File: src/rtl/mdec_pkg.sv
package mdec_pkg;
   typedef enum logic [1:0] {
      TGT_RAM  = 2'd0,
      TGT_PROM = 2'd1,
      TGT_DBUF = 2'd2,
      TGT_OFF  = 2'd3
   } mdec_tgt_e;
endpackage

File: src/rtl/mdec_ctl_reg.sv
module mdec_ctl_reg #(
   parameter int          CTL_W     = 8,
   parameter logic [7:0]  CTL_RESET = 8'h14
) (
   input  logic             clk,
   input  logic             rst_n,
   input  logic             we,
   input  logic [CTL_W-1:0] wdata,
   output logic [CTL_W-1:0] q
);
   always_ff @(posedge clk or negedge rst_n) begin
      if (!rst_n)  q <= CTL_RESET[CTL_W-1:0];
      else if (we) q <= wdata;
   end
endmodule

File: src/rtl/mdec_region_decode.sv
module mdec_region_decode
   import mdec_pkg::*;
#(
   parameter int ADDR_W    = 16,
   parameter int CTL_W     = 8,
   parameter int BIT_OFF   = 0,
   parameter int BIT_PROM  = 2,
   parameter int BIT_DBUF  = 4,
   parameter int LOW_BANK  = 0,
   parameter int DBUF_BANK = 2
) (
   input  logic [ADDR_W-1:0] addr,
   input  logic [CTL_W-1:0]  ctl,
   output mdec_tgt_e         tgt
);
   localparam int BANK_W = 2;
   logic [BANK_W-1:0] bank;
   assign bank = addr[ADDR_W-1 -: BANK_W];

   always_comb begin
      tgt = TGT_RAM;
      if (bank == BANK_W'(LOW_BANK)) begin
         if (ctl[BIT_PROM])     tgt = TGT_PROM;   // PROM wins over disable
         else if (ctl[BIT_OFF]) tgt = TGT_OFF;
      end else if (bank == BANK_W'(DBUF_BANK) && !ctl[BIT_DBUF]) begin
         tgt = TGT_DBUF;
      end
   end
endmodule

File: src/rtl/mdec_target_ctl.sv
module mdec_target_ctl
   import mdec_pkg::*;
#(
   parameter int          ADDR_W  = 16,
   parameter int          DATA_W  = 8,
   parameter int          PROM_AW = 11,
   parameter int          DBUF_AW = 10,
   parameter logic [7:0]  FILL    = 8'hFF
) (
   input  mdec_tgt_e           tgt,
   input  logic [ADDR_W-1:0]   addr,
   input  logic                rd,
   input  logic                wr,
   input  logic [DATA_W-1:0]   ram_rdata,
   input  logic [DATA_W-1:0]   prom_rdata,
   input  logic [DATA_W-1:0]   dbuf_rdata,
   output logic                ram_cs,
   output logic                ram_we,
   output logic [ADDR_W-1:0]   ram_addr,
   output logic                prom_cs,
   output logic [PROM_AW-1:0]  prom_addr,
   output logic                dbuf_cs,
   output logic                dbuf_we,
   output logic [DBUF_AW-1:0]  dbuf_addr,
   output logic [DATA_W-1:0]   rdata
);
   logic acc;
   assign acc = rd | wr;

   assign ram_addr  = addr;
   assign prom_addr = addr[PROM_AW-1:0];
   assign dbuf_addr = addr[DBUF_AW-1:0];

   always_comb begin
      ram_cs  = 1'b0;
      ram_we  = 1'b0;
      prom_cs = 1'b0;
      dbuf_cs = 1'b0;
      dbuf_we = 1'b0;
      rdata   = '0;
      unique case (tgt)
         TGT_RAM: begin
            ram_cs = acc;
            ram_we = wr;
            if (rd) rdata = ram_rdata;
         end
         TGT_PROM: begin
            prom_cs = rd;               // read-only: writes are dropped
            if (rd) rdata = prom_rdata;
         end
         TGT_DBUF: begin
            dbuf_cs = acc;
            dbuf_we = wr;
            if (rd) rdata = dbuf_rdata;
         end
         TGT_OFF: begin
            if (rd) rdata = FILL[DATA_W-1:0];
         end
         default: rdata = '0;
      endcase
   end
endmodule

File: src/rtl/mdec_reg_load.sv
module mdec_reg_load #(
   parameter int ADDR_W   = 16,
   parameter int DATA_W   = 8,
   parameter int VAL_W    = 12,
   parameter int SEL_W    = 2,
   parameter bit SEL_SWAP = 1'b1
) (
   input  logic              enable,
   input  logic              wr,
   input  logic [ADDR_W-1:0] addr,
   input  logic [DATA_W-1:0] wdata,
   output logic              ld,
   output logic [SEL_W-1:0]  sel,
   output logic [VAL_W-1:0]  val
);
   logic [SEL_W-1:0] sel_raw;

   generate
      if (SEL_SWAP) begin : g_swap
         for (genvar i = 0; i < SEL_W; i++) begin : g_bit
            assign sel_raw[i] = wdata[SEL_W-1-i];
         end
      end else begin : g_straight
         assign sel_raw = wdata[SEL_W-1:0];
      end
   endgenerate

   assign ld  = enable & wr;
   assign sel = ld ? sel_raw : '0;
   assign val = ld ? addr[VAL_W-1:0] : '0;
endmodule

File: src/rtl/mdec_bank_decoder.sv
module mdec_bank_decoder
   import mdec_pkg::*;
#(
   parameter int          ADDR_W    = 16,
   parameter int          DATA_W    = 8,
   parameter int          PROM_AW   = 11,
   parameter int          DBUF_AW   = 10,
   parameter int          CTL_W     = 8,
   parameter int          VAL_W     = 12,
   parameter int          SEL_W     = 2,
   parameter int          BIT_OFF   = 0,
   parameter int          BIT_PROM  = 2,
   parameter int          BIT_DBUF  = 4,
   parameter int          LOW_BANK  = 0,
   parameter int          DBUF_BANK = 2,
   parameter logic [7:0]  CTL_RESET = 8'h14,
   parameter logic [7:0]  FILL      = 8'hFF,
   parameter bit          SEL_SWAP  = 1'b1
) (
   input  logic               clk,
   input  logic               rst_n,
   input  logic               ctl_we,
   input  logic [CTL_W-1:0]   ctl_wdata,
   input  logic [ADDR_W-1:0]  bus_addr,
   input  logic               bus_rd,
   input  logic               bus_wr,
   input  logic [DATA_W-1:0]  bus_wdata,
   output logic [DATA_W-1:0]  bus_rdata,
   output logic [DATA_W-1:0]  mem_wdata,
   output logic               ram_cs,
   output logic               ram_we,
   output logic [ADDR_W-1:0]  ram_addr,
   input  logic [DATA_W-1:0]  ram_rdata,
   output logic               prom_cs,
   output logic [PROM_AW-1:0] prom_addr,
   input  logic [DATA_W-1:0]  prom_rdata,
   output logic               dbuf_cs,
   output logic               dbuf_we,
   output logic [DBUF_AW-1:0] dbuf_addr,
   input  logic [DATA_W-1:0]  dbuf_rdata,
   output logic               crt_ld,
   output logic [SEL_W-1:0]   crt_sel,
   output logic [VAL_W-1:0]   crt_val
);
   localparam int BANK_AW = ADDR_W - 2;

   generate
      if (PROM_AW > BANK_AW)  begin : g_bad_prom  $error("PROM_AW exceeds bank size"); end
      if (DBUF_AW > BANK_AW)  begin : g_bad_dbuf  $error("DBUF_AW exceeds bank size"); end
      if (VAL_W > ADDR_W)     begin : g_bad_val   $error("VAL_W exceeds ADDR_W"); end
      if (SEL_W > DATA_W)     begin : g_bad_sel   $error("SEL_W exceeds DATA_W"); end
      if (BIT_OFF >= CTL_W || BIT_PROM >= CTL_W || BIT_DBUF >= CTL_W)
                              begin : g_bad_bit   $error("control bit out of range"); end
      if (LOW_BANK > 3 || DBUF_BANK > 3 || LOW_BANK == DBUF_BANK)
                              begin : g_bad_bank  $error("bank index invalid"); end
   endgenerate

   logic [CTL_W-1:0] ctl_q;
   mdec_tgt_e        tgt;

   mdec_ctl_reg #(.CTL_W(CTL_W), .CTL_RESET(CTL_RESET)) u_ctl (
      .clk(clk), .rst_n(rst_n), .we(ctl_we), .wdata(ctl_wdata), .q(ctl_q)
   );

   mdec_region_decode #(
      .ADDR_W(ADDR_W), .CTL_W(CTL_W), .BIT_OFF(BIT_OFF), .BIT_PROM(BIT_PROM),
      .BIT_DBUF(BIT_DBUF), .LOW_BANK(LOW_BANK), .DBUF_BANK(DBUF_BANK)
   ) u_dec (
      .addr(bus_addr), .ctl(ctl_q), .tgt(tgt)
   );

   mdec_target_ctl #(
      .ADDR_W(ADDR_W), .DATA_W(DATA_W), .PROM_AW(PROM_AW),
      .DBUF_AW(DBUF_AW), .FILL(FILL)
   ) u_tgt (
      .tgt(tgt), .addr(bus_addr), .rd(bus_rd), .wr(bus_wr),
      .ram_rdata(ram_rdata), .prom_rdata(prom_rdata), .dbuf_rdata(dbuf_rdata),
      .ram_cs(ram_cs), .ram_we(ram_we), .ram_addr(ram_addr),
      .prom_cs(prom_cs), .prom_addr(prom_addr),
      .dbuf_cs(dbuf_cs), .dbuf_we(dbuf_we), .dbuf_addr(dbuf_addr),
      .rdata(bus_rdata)
   );

   mdec_reg_load #(
      .ADDR_W(ADDR_W), .DATA_W(DATA_W), .VAL_W(VAL_W), .SEL_W(SEL_W),
      .SEL_SWAP(SEL_SWAP)
   ) u_rl (
      .enable(ctl_q[BIT_OFF]), .wr(bus_wr), .addr(bus_addr), .wdata(bus_wdata),
      .ld(crt_ld), .sel(crt_sel), .val(crt_val)
   );

   assign mem_wdata = bus_wdata;
endmodule

File: config.mk
export PLATFORM = sky130hd
export DESIGN_NAME = mdec_bank_decoder
export DESIGN_NICKNAME = d
export VERILOG_FILES = /design/src/rtl/mdec_pkg.sv /design/src/rtl/mdec_ctl_reg.sv /design/src/rtl/mdec_region_decode.sv /design/src/rtl/mdec_target_ctl.sv /design/src/rtl/mdec_reg_load.sv /design/src/rtl/mdec_bank_decoder.sv
export SDC_FILE = /design/constraint.sdc
export NUM_CORES = 1
export LEC_CHECK = 0
export ABC_AREA = 1
export BUFFER_PORTS_ARGS = -buffer_cell sky130_fd_sc_hd__buf_4
export CAP_MARGIN = 40
export CORE_AREA = 4 4 62 70
export DETAILED_ROUTE_END_ITERATION = 10
export DIE_AREA = 0 0 66 74
export PLACE_DENSITY = 0.88
export SLEW_MARGIN = 5
export SYNTH_ARGS = -nofsm -noshare
export SYNTH_HDL_FRONTEND = slang
export SYNTH_HIERARCHICAL = 1
export SYNTH_SLANG_ARGS = --single-unit
File: constraint.sdc
create_clock -name clk -period 1.3 [get_ports clk]
set_input_delay 0.065 -clock clk [delete_from_list [all_inputs] [get_ports clk]]
set_output_delay 0.065 -clock clk [all_outputs]
set_load 0.1 [all_outputs]
# Word-level counts from Yosys, hierarchy flattened
# Index checks and enable logic that the tools add are counted.
# op_classes
eq_ne	4
n_bitwise	2
n_reduce_logical	4
mux	16
# op_table
op	count
$mux 8	4
$pmux 8 s4	1
$mux 12	1
$mux 2	5
$eq 2x2->1 const B	3
$mux 1	5
$logic_not 2->1	2
$eq 2x1->1 const B	1
$and 1x1->1	1
$logic_and 1x1->1	1
$logic_not 1->1	1
$or 1x1->1	1
# totals
in_bits	61
word_cells	27
reg_bits	5

# Longest topological paths before layout
# Gate-level depths: netlist (run 1).
# logic_depth
ltp_word	6
ltp_mapped	8
ltp_nobuf	8

# Modules after synthesis
# The synthesis (run 1) kept the hierarchy.
# by_module_without_submodules
mod	area_each_um2	seq_area_each_um2	cells_per_inst	n_inst
mdec_target_ctl	680.7	0.0	134	1
mdec_ctl_reg	307.8	202.7	34	1
mdec_reg_load	153.9	0.0	31	1
mdec_bank_decoder	60.1	0.0	8	1
mdec_region_decode	40.0	0.0	8	1

# Worst setup path before layout (run 1)
# Ideal clock, no wire load.
# synth_timing
path_type	register -> output
from	register u_ctl.q[2]
to	output prom_cs
stages_incl_launch_ff	5
n_path_buf	1
arrival_ps	2947
slack_ps	-1712
cell_sequence	dfstp_2 > o21a_1 > inv_2 > buf_4 > nor3_1
# synth_between
elab_chain_cells	4
# synth_lines
element	line_no	rtl
from (decl)	mdec_ctl_reg.sv:9	output logic [CTL_W-1:0] q
from (signal assigned)	mdec_ctl_reg.sv:12	if (!rst_n) q <= CTL_RESET[CTL_W-1:0];
from (signal assigned)	mdec_ctl_reg.sv:13	else if (we) q <= wdata;
$mux 2	mdec_region_decode.sv:23	if (ctl[BIT_PROM]) tgt = TGT_PROM;
$mux 2	mdec_region_decode.sv:22	if (bank == BANK_W'(LOW_BANK)) begin
named net tgt[0]	mdec_bank_decoder.sv:59	mdec_tgt_e tgt;
$eq 2x1->1	mdec_target_ctl.sv:41	unique case (tgt)
$mux 1	mdec_target_ctl.sv:41	
to (decl)	mdec_bank_decoder.sv:34	output logic prom_cs,
# The timed path passes the listed nets, and every way through them passes these cells.

# Worst setup path in the final report (run 1)
# layout_timing
from	register u_ctl.q[4]
to	output bus_rdata[4]
# layout_between
elab_chain_cells	6
# layout_lines
element	line_no	rtl
$logic_not 1->1 (*)	mdec_region_decode.sv:25	end else if (bank == BANK_W'(DBUF_BANK) && !ctl[BIT_DBUF]) begin
$logic_and 1x1->1 (*)	mdec_region_decode.sv:25	
$mux 2 (*)	mdec_region_decode.sv:25	
$mux 2 (*)	mdec_region_decode.sv:22	
named net tgt[1]	mdec_bank_decoder.sv:59	
$eq 2x2->1, or another cell as far along	mdec_target_ctl.sv:41	
$pmux 8 s4 (*)	mdec_target_ctl.sv:41	
to (decl)	mdec_bank_decoder.sv:28	output logic [DATA_W-1:0] bus_rdata,
# The timed path passes the listed nets; every way through them passes the cells marked *.

==> results_dict.tcl, run 1 <==
set metrics [dict create \
    status "complete, but fails checks" \
    violations "negative setup slack" \
    core_um2 3600 \
    final_area_um2 2400 \
    die_x_um 66 \
    cpMaxStageDelayCell "dfstp_2" \
    dp_hpwl_um 2950 \
    initial_core_util 0.295 \
    ios 134 \
    rows 23 \
    grt_first_pass_wirelength_um 5510 \
    finalSetupTns_ns -4.03 \
    largest_register_ff_count 3 \
    power.total_uw 2120 \
    cts_root_buf "clkbuf_8" \
    cts.clk_slew.worst_paths_ns 0.03 \
    routedWlPerCell_um 12.2 \
    worstSetupStartpointType "flip-flop" \
    postSynthAreaPerCell_um2 5.44 \
    top_regs "u_ctl/q x3" \
    cp_cell_sequence "inv_2 > nand3b_1 > nand2_4 > nor2_4 > buf_8 > nand2_1 > nand3_4 > buf_12" \
    worstHoldPathType "in -> reg" \
    synth_cells 195 \
    drtAntennaViolNets 0 \
    critPathBufInv 3 \
    syn-cell-area_um2 1060 \
    die_y_um 74 \
    ctsHtreeMaxLevel 1 \
    drt_drc_violations_left 0 \
    grt.overflow.total 0 \
    regMostFlops "u_ctl/q" \
    antenna_found_initial 0 \
    leakage_uw 0.00136 \
    setup_viol 17 \
    vias_per_cell 4.06 \
    hold_viol_final 0 \
    vias 1306 \
    drive_gt1_frac 0.654 \
    grt_start_max_net_pins 19 \
    postRouteWirelength_um 3920 \
    critPathRequiredTime_ns 1.24 \
    syn2layout_area_growth_pct 126 \
    groute.usage.overall 0.141 \
    insertion_delay_ns 0.22 \
    cts_tree "built" \
    fin_cells 322 \
    cp_slowest_stage_delay_ns 0.52 \
    finalWorstSetupSlack_ns -0.350 \
    finalCriticalPeriod_ns 1.65 \
    crit_family "flip-flops" \
    max_freq_mhz 606 \
    rsz0062_at_grt "true" \
    placedCellCount 315 \
    skew_ns 0 \
    p_per_area_nw_per_um2 883 \
    yosysWarningCount 6 \
    cts_buffers 3 \
    drt_first_pass_iters 4 \
    max_slew_margin 0.768 \
    cp.arrival_ns 1.58 \
    fin_nets 334 \
    clk_path_buf_depth 2 \
    slew_viol_final 0 \
    diodes 0 \
    port_buffers 112 \
    ir_drop_mv 0.614 \
    dieArea_um2 4880 \
    syn-num-nets 256 \
    critPathKind "reg -> out" \
    fin_crit_sh 1.27 \
    grt_pass1_vias 1264 \
    cts_sinks 3 \
    drtIter0Drc 41 \
    cp_max_fo 8 \
    endpoint_kind "output pin" \
    drv_cap 0 \
    placed_cell_area_um2 1900 \
    gp_congestion 0.725 \
    tightest_slew_ns 0.347 \
]
layout make-up:
cell class	count	area, um^2
repair buffers	122	1310
multi-input cells	96	721
fillers	305	1200
clock buffers	4	45.0
flip-flops and latches	3	77.6
well taps	50	62.6
inverters	47	181
worst reg2reg max path, delay by kind of cell (launching register included):
family / cells / cell delay, ns
AND/OR/NAND/NOR: 2 / 0.09
buffers and inverters: 1 / 0.14
flip-flops: 1 / 0.40
worst paths after layout:
check                           slack (ns)           end  depth (start not counted)    startpoint
max in group asynchronous             0.95    u_ctl/q[4]                          2         rst_n
worst min-delay path                  0.05    u_ctl/q[0]                          3  ctl_wdata[0]
worst min register to register        0.46    u_ctl/q[4]                          2    u_ctl/q[4]
min in group asynchronous             0.17    u_ctl/q[0]                          2         rst_n
worst max register to register        0.56    u_ctl/q[0]                          3    u_ctl/q[0]
worst max-delay path                 -0.35  bus_rdata[4]                          8    u_ctl/q[4]
metrics by stage:
step	hold slack, ns	setup WS (ns)	util
after floorplan	-0.231	-0.402	-
after global placement	-0.145	-0.247	0.528
after detailed placement	-0.144	-0.260	0.528
after CTS	0.0468	-0.381	0.648
after global routing	0.0634	-0.449	0.667
final	0.0496	-0.350	0.667
power by group:
| part | total, uW | switching [uW] | internal (uW) |
|---|---|---|---|
| clock network | 275 | 65.1 | 209 |
| logic | 1730 | 1200 | 530 |
| registers | 114 | 7.61 | 107 |
| total | 2120 | 1270 | 847 |
layer usage:
metal,GRT usage,routed length (um)
met1,0.142,1210
met3,0.0287,283
met2,0.287,2370
met5,0,0
met4,0.0429,58
what timing repair did:
item,CTS,global route
hold buffers,1,0
gates cloned,1,0
resized for setup,88,22
pin swaps,5,4
setup buffers,2,0
endpoints found under the setup margin,28,28
endpoints found under the hold margin,3,0
placed cells by master, fill, tap and decap left out, drive strengths merged:
| master | n |
|---|---|
| o21a | 1 |
| clkbuf | 4 |
| nand2 | 62 |
| buf | 121 |
| dlygate4sd3 | 1 |
| nor2 | 21 |
| dfrtp | 1 |
| inv | 47 |
| nand3b | 1 |
| dfstp | 2 |
| a21oi | 2 |
| nor3 | 1 |
| nand3 | 8 |
No activity file was read; power rests on OpenSTA's default activity.
==> run 2, diff against run 1 <==
Settings changed: ABC_AREA 1 to 0, CORE_AREA 4 4 62 70 to 4 4 60 68, DIE_AREA 0 0 66 74 to 0 0 64 72.
==> run 2 against run 1 <==
  * The run still ends with negative setup slack left
  * Non-clock buffer count grew 5
  * Worst setup slack lost 0.44 ns
  * Routed wire length shrank 12%
  * Total power shrank 3.5%
  * Maximum frequency shrank 21%
  * Critical path depth shrank 1
  * Largest power group unchanged
==> results_dict.tcl, run 2 <==
set metrics [dict create \
    status "complete, but fails checks" \
    violations "negative setup slack" \
    ir_drop_mv 0.933 \
    finalCriticalPeriod_ns 2.09 \
    rr_startpoint "u_ctl/q[0]" \
    fin_crit_sh 1.61 \
    cts_buffers 3 \
    cp_slowest_stage_delay_ns 0.38 \
    grtUsageMet1 0.110 \
    die_y_um 72 \
    critPathBufInv 3 \
    yosysWarningCount 6 \
    gp_congestion 0.674 \
    cpMaxStageDelayCell "or3b_1" \
    skew_ns 0 \
    syn-cell-area_um2 897 \
    dp_hpwl_um 2510 \
    rsz0062_at_grt "true" \
    drtAntennaViolNets 0 \
    grt_first_pass_wirelength_um 4840 \
    cp_max_fo 10 \
    p_per_area_nw_per_um2 1020 \
    cts_root_buf "clkbuf_8" \
    cts_sinks 3 \
    final_common_cell "buf_4" \
    slew_viol_final 0 \
    ctsHtreeMaxLevel 1 \
    vias 997 \
    vias_per_cell 4.32 \
    critPathLaunch "u_ctl/q[2]" \
    worstSetupStartpointType "flip-flop" \
    synth_cells 102 \
    regMostFlops "u_ctl/q" \
    mostFrequentLayoutCells "buf_4, buf_12, and3_2, buf_6, mux2_4" \
    critPathRequiredTime_ns 1.24 \
    grt_start_max_net_pins 18 \
    clk_path_buf_depth 2 \
    initial_core_util 0.258 \
    fin_nets 243 \
    setup_viol 13 \
    max_slew_margin 0.753 \
    antenna_found_initial 0 \
    grt.overflow.total 0 \
    grt_pass1_vias 1022 \
    drt_drc_violations_left 0 \
    crit_family "simple AND/OR/NAND/NOR gates" \
    drive_gt1_frac 0.956 \
    cp_cell_sequence "buf_6 > or3b_1 > a21oi_2 > nand2b_1 > buf_12 > o221a_4 > buf_12" \
    syn-num-nets 163 \
    max_freq_mhz 478 \
    routedWlPerCell_um 14.9 \
    core_um2 3480 \
    ios 134 \
    crit_path_frequent_cell "buf_12" \
    cts.clk_slew.worst_paths_ns 0.03 \
    drtIter0Drc 10 \
    worstHoldPathType "in -> reg" \
    finalWorstSetupSlack_ns -0.792 \
    critPathKind "reg -> out" \
    power.total_uw 2050 \
    tightest_slew_ns 0.368 \
    top_regs "u_ctl/q x3" \
    insertion_delay_ns 0.22 \
    largest_register_ff_count 3 \
    drv_cap 0 \
    grtUsageMet3 0.0387 \
    postRouteWirelength_um 3450 \
    groute.usage.overall 0.131 \
    use_met2 0.265 \
    port_buffers 112 \
    diodes 0 \
    grt.busiest_layer "met2" \
    leakage_uw 0.00101 \
    min_from "ctl_wdata[0]" \
    rows 23 \
    postSynthAreaPerCell_um2 8.80 \
    finalSetupTns_ns -9.40 \
    dieArea_um2 4610 \
    syn2layout_area_growth_pct 123 \
    hold_viol_final 0 \
    die_x_um 64 \
    final_util 0.576 \
    drt_first_pass_iters 4 \
    cts_tree "built" \
    endpoint_kind "output pin" \
    cp.arrival_ns 2.03 \
]
[run 2: cell types whose count changed in the layout (fill, tap and decap cells not counted), moves of 3 or more]
cell / previous run / this run
nand2_2: 9 / 0
inv_1: 40 / 1
buf_4: 87 / 90
mux2_4: 0 / 11
nand3_4: 8 / 0
and3_2: 0 / 14
nor2_4: 19 / 2
inv_2: 5 / 0
buf_12: 30 / 15
o221a_4: 0 / 8
nand2_1: 49 / 0
nand2_4: 4 / 0
buf_6: 3 / 11
buf_8: 1 / 9
[run 2: path summary, 6_finish.rpt]
check,slack (ns),cells past startpoint,end
min,0.08,2,u_ctl/q[0]
min in group asynchronous,0.17,2,u_ctl/q[0]
max in group asynchronous,0.95,2,u_ctl/q[4]
max,-0.79,7,bus_rdata[1]
max reg2reg,0.35,2,u_ctl/q[0]
min reg2reg,0.63,1,u_ctl/q[4]
[run 2: power breakdown]
part           leakage, uW  internal, uW  switching, uW
clock            0.0000228           210           67.6
combinational     0.000955           534           1120
sequential       0.0000327           108           8.39
[run 2: cell type report]
cell class	instances	area, um^2
fill	293	1480
multi-input combinational	46	563
sequential	3	77.6
timing repair buffer	127	1250
inverter	1	3.75
clock buffer	4	45.0
tap	50	62.6
[run 2: layer usage]
| metal | share of wire | vias up |
|---|---|---|
| li1 | - | 466 |
| met1 | 0.28 | 442 |
| met2 | 0.57 | 75 |
| met3 | 0.11 | 14 |
| met4 | 0.041 | 0 |
| met5 | 0 | - |
[run 2: through the flow]
| stage | hold slack (ns) | std cells | setup slack, ns | area, um^2 |
|---|---|---|---|---|
| 2_1_floorplan | -0.231 | 102 | -0.454 | 1040 |
| 3_3_place_gp | -0.145 | 219 | -0.492 | 1600 |
| 3_5_place_dp | -0.145 | 219 | -0.520 | 1600 |
| 4_1_cts | 0.0729 | 226 | -0.715 | 1850 |
| 5_1_grt | 0.0746 | 231 | -0.819 | 2000 |
| 6_report | 0.0768 | 231 | -0.792 | 2000 |
[run 2: repair_timing]
item	4_1_cts	5_1_grt
pin swaps	8	2
gates resized for setup	45	29
endpoints found under the hold margin	3	0
buffers inserted	2	6
hold buffers	1	0
setup endpoints to repair	27	28
==> run 3, diff against run 2 <==
Settings changed: SETUP_SLACK_MARGIN from default to 0.02.
==> run 3 against run 2 <==
  * The flow still finishes with violations (negative setup slack)
  * Utilization rose by 2.9 points
  * Sequential power about the same
  * Total power rose by 2.1%
  * Critical path depth stayed put
  * Clock power about the same
  * Routed wire length rose by 1.1%
  * Die area unchanged
  * Global-route usage did not move
  * Hold slack barely moved
==> results_dict.tcl, run 3 (synthesis results as in run 2) <==
set metrics [dict create \
    setup_viol 13 \
    die_y_um 72 \
    cp_slowest_stage_delay_ns 0.38 \
    finalCriticalPeriod_ns 2.09 \
    leakage_uw 0.00102 \
    max_slew_margin 0.753 \
    port_buffers 112 \
    worstSetupStartpointType "flip-flop" \
    initial_core_util 0.258 \
    cts.clk_slew.worst_paths_ns 0.03 \
    grt_start_max_net_pins 18 \
    core_um2 3480 \
    clk_path_buf_depth 2 \
    slew_viol_final 0 \
    critPathBufInv 3 \
    cts_root_buf "clkbuf_8" \
    ios 134 \
    drt_drc_violations_left 0 \
    power.total_uw 2090 \
    worstHoldPathType "in -> reg" \
    drt_first_pass_iters 4 \
    finalWorstSetupSlack_ns -0.791 \
    fin_cells 231 \
    status "complete, but fails checks" \
    endpoint_kind "output pin" \
    mostFrequentLayoutCells "buf_4, buf_12, mux2_4, and3_2, o221a_4" \
    die_x_um 64 \
    insertion_delay_ns 0.22 \
    ir_drop_mv 0.944 \
    dieArea_um2 4610 \
    drive_gt1_frac 0.956 \
    routedWlPerCell_um 15.1 \
    groute.usage.overall 0.131 \
    top_regs "u_ctl/q x3" \
    final_common_cell "buf_4" \
    antenna_found_initial 0 \
    crit_path_frequent_cell "buf_12" \
    cp_cell_sequence "buf_6 > or3b_1 > a21oi_2 > nand2b_1 > buf_12 > o221a_4 > buf_12" \
    violations "negative setup slack" \
    ctsHtreeMaxLevel 1 \
    seqCellArea_um2 77.6 \
    postRouteWirelength_um 3490 \
    grt_first_pass_wirelength_um 4840 \
    p_per_area_nw_per_um2 991 \
    rsz0062_at_grt "true" \
    multi_input_area_um2 586 \
    gp_congestion 0.674 \
    cp_max_fo 10 \
    skew_ns 0 \
    critPathKind "reg -> out" \
    critPathRequiredTime_ns 1.24 \
    diodes 0 \
    cts_buffers 3 \
    dp_hpwl_um 2510 \
    cp.arrival_ns 2.03 \
    cpMaxStageDelayCell "or3b_1" \
    crit_family "simple AND/OR/NAND/NOR gates" \
    largest_register_ff_count 3 \
    rows 23 \
    grt_pass1_vias 1022 \
    hold_viol_final 0 \
    vias_per_cell 4.31 \
    vias 996 \
    fin_crit_sh 1.61 \
    tightest_slew_ns 0.368 \
    drtIter0Drc 7 \
    drtAntennaViolNets 0 \
    fill_cells 276 \
    drv_cap 0 \
    placedCellCount 219 \
    max_freq_mhz 478 \
    grt.overflow.total 0 \
    cts_sinks 3 \
    regMostFlops "u_ctl/q" \
    preCtsSetupSlack_ns -0.520 \
    cts_tree "built" \
    fin_nets 243 \
    syn2layout_area_growth_pct 135 \
]
==> run 3: metal layers <==
metal / GRT usage / share of wire
met5: 0 / 0
met4: 0.0743 / 0.041
met3: 0.0387 / 0.11
met2: 0.265 / 0.56
met1: 0.110 / 0.28
==> run 3: timing repair <==
item / CTS / global route
setup buffers: 2 / 6
hold buffers: 1 / 0
endpoints found under the setup margin: 28 / 28
gates resized for setup: 46 / 51
pin swaps: 8 / 2
endpoints found under the hold margin: 3 / 0
==> run 3: worst reg2reg max path: cells and delay by family (launching register included) <==
family                 cells  cell delay (ns)
flip-flops                 1             0.40
buffers and inverters      1             0.17
multiplexers               1             0.26
==> run 3: power by group <==
part / internal [uW] / switching [uW]
Combinational: 570 / 1120
Clock: 210 / 67.1
Sequential: 108 / 8.39
==> run 3: path summary, 6_finish.rpt <==
path | end | slack (ns) | start | cells after the start
min in group asynchronous | u_ctl/q[0] | 0.17 | rst_n | 2
max reg2reg | u_ctl/q[0] | 0.35 | u_ctl/q[0] | 2
min | u_ctl/q[0] | 0.08 | ctl_wdata[0] | 2
min reg2reg | u_ctl/q[4] | 0.63 | u_ctl/q[4] | 1
max in group asynchronous | u_ctl/q[4] | 0.95 | rst_n | 2
max | bus_rdata[1] | -0.79 | u_ctl/q[2] | 7
==> run 3: metrics by stage <==
step | cell area (um^2) | util | setup TNS [ns] | hold WS [ns]
after floorplan | 1040 | - | -5.02 | -0.231
after global placement | 1600 | 0.460 | -5.03 | -0.145
after detailed placement | 1600 | 0.460 | -5.32 | -0.145
after CTS | 1860 | 0.533 | -8.55 | 0.0729
after global routing | 2110 | 0.605 | -9.90 | 0.0746
final | 2110 | 0.605 | -9.39 | 0.0770
==> run 3: layout make-up <==
type                       count  area share
multi-input combinational     46       0.278
tap                           50      0.0297
sequential                     3      0.0368
clock buffer                   4      0.0214
timing repair buffer         127       0.632
inverter                       1     0.00178
